<file path="src/rtl/tmr16_presc.sv">
module tmr16_presc #(
  parameter int CNT_W = 16,
  parameter int PSC_W = 5,
  parameter int TAP_A = 0,
  parameter int TAP_B = 2,
  parameter int TAP_C = 4
) (
  input  logic             clk,
  input  logic             rst_n,
  input  logic             base_tick,
  input  logic             psc_run,
  input  logic             cnt_run,
  input  logic [1:0]       src_sel,
  input  logic             wrap_on_cmp,
  input  logic [CNT_W-1:0] cmp_val,
  output logic [CNT_W-1:0] count,
  output logic             cmp_hit,
  output logic             ovf_irq
);

  logic [PSC_W-1:0] psc_q;
  logic [PSC_W-1:0] psc_nx;
  logic [PSC_W-1:0] rise;
  logic             adv;
  logic             step;
  logic [CNT_W-1:0] cnt_q;
  logic             at_cmp;
  logic             at_top;

  assign adv    = base_tick & psc_run;
  assign psc_nx = psc_q + 1'b1;
  assign rise   = {PSC_W{adv}} & ~psc_q & psc_nx;

  always_ff @(posedge clk) begin
    if (!rst_n || !psc_run) psc_q <= '0;
    else if (adv)           psc_q <= psc_nx;
  end

  always_comb begin
    unique case (src_sel)
      2'b01:   step = rise[TAP_A];
      2'b10:   step = rise[TAP_B];
      2'b11:   step = rise[TAP_C];
      default: step = 1'b0;
    endcase
  end

  assign at_cmp = (cnt_q == cmp_val);
  assign at_top = (cnt_q == {CNT_W{1'b1}});

  always_ff @(posedge clk) begin
    if (!rst_n || !cnt_run) begin
      cnt_q   <= '0;
      cmp_hit <= 1'b0;
      ovf_irq <= 1'b0;
    end else begin
      cmp_hit <= step & at_cmp;
      ovf_irq <= step & at_top & ~(wrap_on_cmp & at_cmp);
      if (step) cnt_q <= (wrap_on_cmp && at_cmp) ? '0 : cnt_q + 1'b1;
    end
  end

  assign count = cnt_q;

  p_hold_stopped_r2: assert property (@(posedge clk) disable iff (!rst_n)
    (!psc_run && cnt_run) |=> $stable(cnt_q));

  p_no_source_r4: assert property (@(posedge clk) disable iff (!rst_n)
    (src_sel == 2'b00 && cnt_run) |=> $stable(cnt_q));

  p_run_clear_r5: assert property (@(posedge clk) disable iff (!rst_n)
    !cnt_run |=> (cnt_q == '0));

  p_clear_or_step_r6: assert property (@(posedge clk) disable iff (!rst_n)
    cmp_hit |-> ($past(wrap_on_cmp) ? (cnt_q == '0) : (cnt_q == $past(cnt_q) + 1'b1)));

  p_single_hit_r8: assert property (@(posedge clk) disable iff (!rst_n)
    cmp_hit |=> !cmp_hit);

  p_wrap_ovf_r9: assert property (@(posedge clk) disable iff (!rst_n)
    ovf_irq |-> (cnt_q == '0 && $past(cnt_q) == {CNT_W{1'b1}}));

endmodule

</file>
<file path="config.mk">
export PLATFORM = sky130hd
export DESIGN_NAME = tmr16_presc
export DESIGN_NICKNAME = d
export VERILOG_FILES = /design/src/rtl/tmr16_presc.sv
export SDC_FILE = /design/constraint.sdc
export NUM_CORES = 1
export LEC_CHECK = 0
export ABC_AREA = 1
export BUFFER_PORTS_ARGS = -buffer_cell sky130_fd_sc_hd__buf_2
export CORE_UTILIZATION = 51
export CTS_CLUSTER_DIAMETER = 200
export DETAILED_ROUTE_END_ITERATION = 10
export GPL_ROUTABILITY_DRIVEN = 0
export HOLD_SLACK_MARGIN = 0.08
export PLACE_DENSITY = 0.79
export SETUP_SLACK_MARGIN = 0.02
export SLEW_MARGIN = 5
export SYNTH_ARGS = -nofsm -noshare
export SYNTH_HDL_FRONTEND = slang
export SYNTH_SLANG_ARGS = --single-unit
</file>
<file path="constraint.sdc">
create_clock -name clk -period 1.8 [get_ports clk]
set_input_delay 0.09 -clock clk [delete_from_list [all_inputs] [get_ports clk]]
set_output_delay 0.09 -clock clk [all_outputs]
set_load 0.005 [all_outputs]
</file>
==> results.cfg <==
[synth]
synthAdderAreaFrac_pct = 1.71
synth_top_family_by_area = simple AND/OR/NAND/NOR gates
synth_seq_cells = 23
synth.distinct_cells = 22
ys_seq_area_share_pct = 31.4
synth-edff-count = 0
muxShareOfSynthArea_pct = 0
synthXorXnorAreaFrac_pct = 5.38
syn_inst = 244
synth_compound_area_share_pct = 3.92
yosys.area_share.simple_pct = 45.3
avgSynthCellArea_sq_um = 6.01
synth_nets = 270
yosys_most_used_dff = dfxtp_1
syn_area_sq_um = 1470
synthArstFlopShare_pct = 0
yosysWarnings = 0

[placement]
portBuffers = 41
pre_cts_ws_ns = 0.215
dp.final_hpwl_mm = 2.40

[sta]
finalCriticalPeriod_ns = 1.64
fin_setup_tns_ns = 0
post-route-period-util_pct = 91.3
finalHoldViolCount = 0
setup_violations = 0
clock.fmax_mhz = 608
rsz0062_at_grt = false
max_slew_margin_pct = 84.0
fin_worst_skew_ns = 0.00228
slew_viol_final = 0
worstMarginPinSlew_ns = 0.239
worst_slack_ns = 0.156

[detailed_routing]
route.vias.total = 1553
drt-initial-drc-count = 72
route.detailed.drc = 2
wirelength_mm = 3.11
wire_per_inst_um = 9.60
via_per_inst = 4.79
antenna_left = 0
drt_pre_antenna_iters = 8

[critical_path]
r2r-start = psc_q[0]
crit_type = primary input to flop
critPathLaunch = base_tick
critPathSlowestCell = dlygate4sd3_1
cp.arrival_ns = 1.90
crit_chain = dlygate4sd3_1 > buf_2 > nand2_4 > inv_1 > nand2_1 > nor2_1 > inv_1 > nand3_1 > dlygate4sd3_1 > a21oi_1
crit_required_ns = 2.05
r2r_end = psc_q[2]
worst_r2r_path_depth = 7
critPathLaunchType = primary input
r2r_setup_slack_ns = 0.20
max_stage_delay_ns = 0.57
worst-path-max-fanout = 6
endpoint_kind = flop

[final_layout]
final_layout_size_suffix_gt1_share_pct = 19.5
fillCellCount = 280
layout_commonest_cell = nand2_1
nNetsFinal = 320
final_util_pct = 65.1
mostFrequentLayoutCells = 76 x nand2_1, 44 x nor2_1, 41 x buf_2
diodes = 0
areaGrowthSynthToFinish_pct = 21.3

[die]
rows = 19
dieArea_sq_um = 3090
die_y_um = 55.6
core_area_sq_um = 2730
initial_core_util_pct = 53.6
die_w_um = 55.6
io_pins = 42

[run_status]
failed_checks = design-rule violations
status = complete, but fails checks

[cts]
root_buffer = clkbuf_4
numCtsBuffers = 3
cts_tree = built
cts_max_level = 1
clk_latency_ns = 0.32
cts_num_sinks = 23
post-cts-setup-buffers = 0
clockBufferDepth = 2
cts.clk_slew.worst_paths_ns = 0.13

[global_route]
grt_overflow = 0
antenna_found_initial = 0
grt_usage_pct = 20.9
grt_max_degree = 13
grt_pass1_vias = 1279
grt_pass1_wl_mm = 5.27

[worst_hold_path]
hold_path.class = primary input to flop
min_from = psc_run
hold-path-endpoint = psc_q[0]
min_path_cells = 3

[pwr]
power.total_mw = 0.863
powerDensity_nw_per_um2 = 485
leakage_nw = 0.915
ir_drop_v = 0.000316

[run]
max-cap-violations = 0
[through the flow]
stage,std cells,cell area [sq um],hold WS [ns]
6_report,324,1780,0.106
5_1_grt,324,1780,0.122
4_1_cts,324,1770,0.108
3_5_place_dp,315,1700,0.356
3_3_place_gp,315,1700,0.345
2_1_floorplan,244,1470,0.231
[registers in the layout, indices dropped and copies added, names as in the netlist]
| signal | flops |
|---|---|
| cmp_hit | 1 |
| count | 16 |
| ovf_irq | 1 |
| psc_q | 5 |
[cell families after synthesis]
group / Yosys count
AO/OA/AOI/OAI: 11
XOR/XNOR: 9
adder cells (fa/ha/maj): 2
buffers and inverters: 43
flip-flops: 23
AND/OR/NAND/NOR: 156
[synth_stat cells (2+ instances only)]
library cell	number	share of area [%]
nand3_1	16	5.5
ha_1	2	1.7
o21ai_1	3	1.0
a21oi_1	5	1.7
dfxtp_1	23	31
nand3b_1	2	1.0
xor2_1	9	5.4
nor2_1	44	11
o21ai_0	2	0.68
buf_6	2	1.5
inv_1	39	10
nand2_2	3	1.3
nand2_1	76	19
nand4_1	3	1.3
nor3_1	7	2.4
nor2_2	2	0.85
[worst max path at each step]
| stage | to | slack, ns |
|---|---|---|
| after floorplan | count[9] | 0.39 |
| after global placement | count[9] | 0.21 |
| after detailed placement | count[9] | 0.21 |
| after CTS | count[14] | 0.19 |
| after global routing | psc_q[2] | 0.02 |
| final | psc_q[2] | 0.16 |
[critical path, delay by kind of cell]
family,cells,cell delay [ns]
AND/OR/NAND/NOR,4,0.28
buffers and inverters,5,1.40
AO/OA/AOI/OAI,1,0.13
[layer usage]
metal | GRT usage [%] | routed length (um) | vias to the layer above | share of wire (%)
met3 | 2.09 | 171 | 4 | 5.5
met4 | 7.50 | 22 | 0 | 0.71
met1 | 29.3 | 1570 | 657 | 50
li1 | - | - | 840 | -
met2 | 33.2 | 1350 | 52 | 43
met5 | 0 | 0 | - | 0
[what timing repair did]
item,CTS,global route
setup endpoints to repair,0,4
resized for setup,0,3
hold endpoints to repair,3,0
hold buffers,5,0
[power breakdown]
part           internal, mW  switching (mW)
registers             0.512         0.00238
logic                0.0479          0.0548
clock network        0.0867           0.160
total                 0.646           0.217
[area by class of cell]
class / instances / area, sq um / share of cell area (%)
timing repair buffer: 48 / 270 / 15.2
clock buffer: 4 / 26.3 / 1.48
sequential: 23 / 463 / 26.0
tap: 31 / 38.8 / 2.18
inverter: 40 / 150 / 8.44
multi-input combinational: 178 / 831 / 46.7
Note: power is estimated with default switching activity, not from simulation.
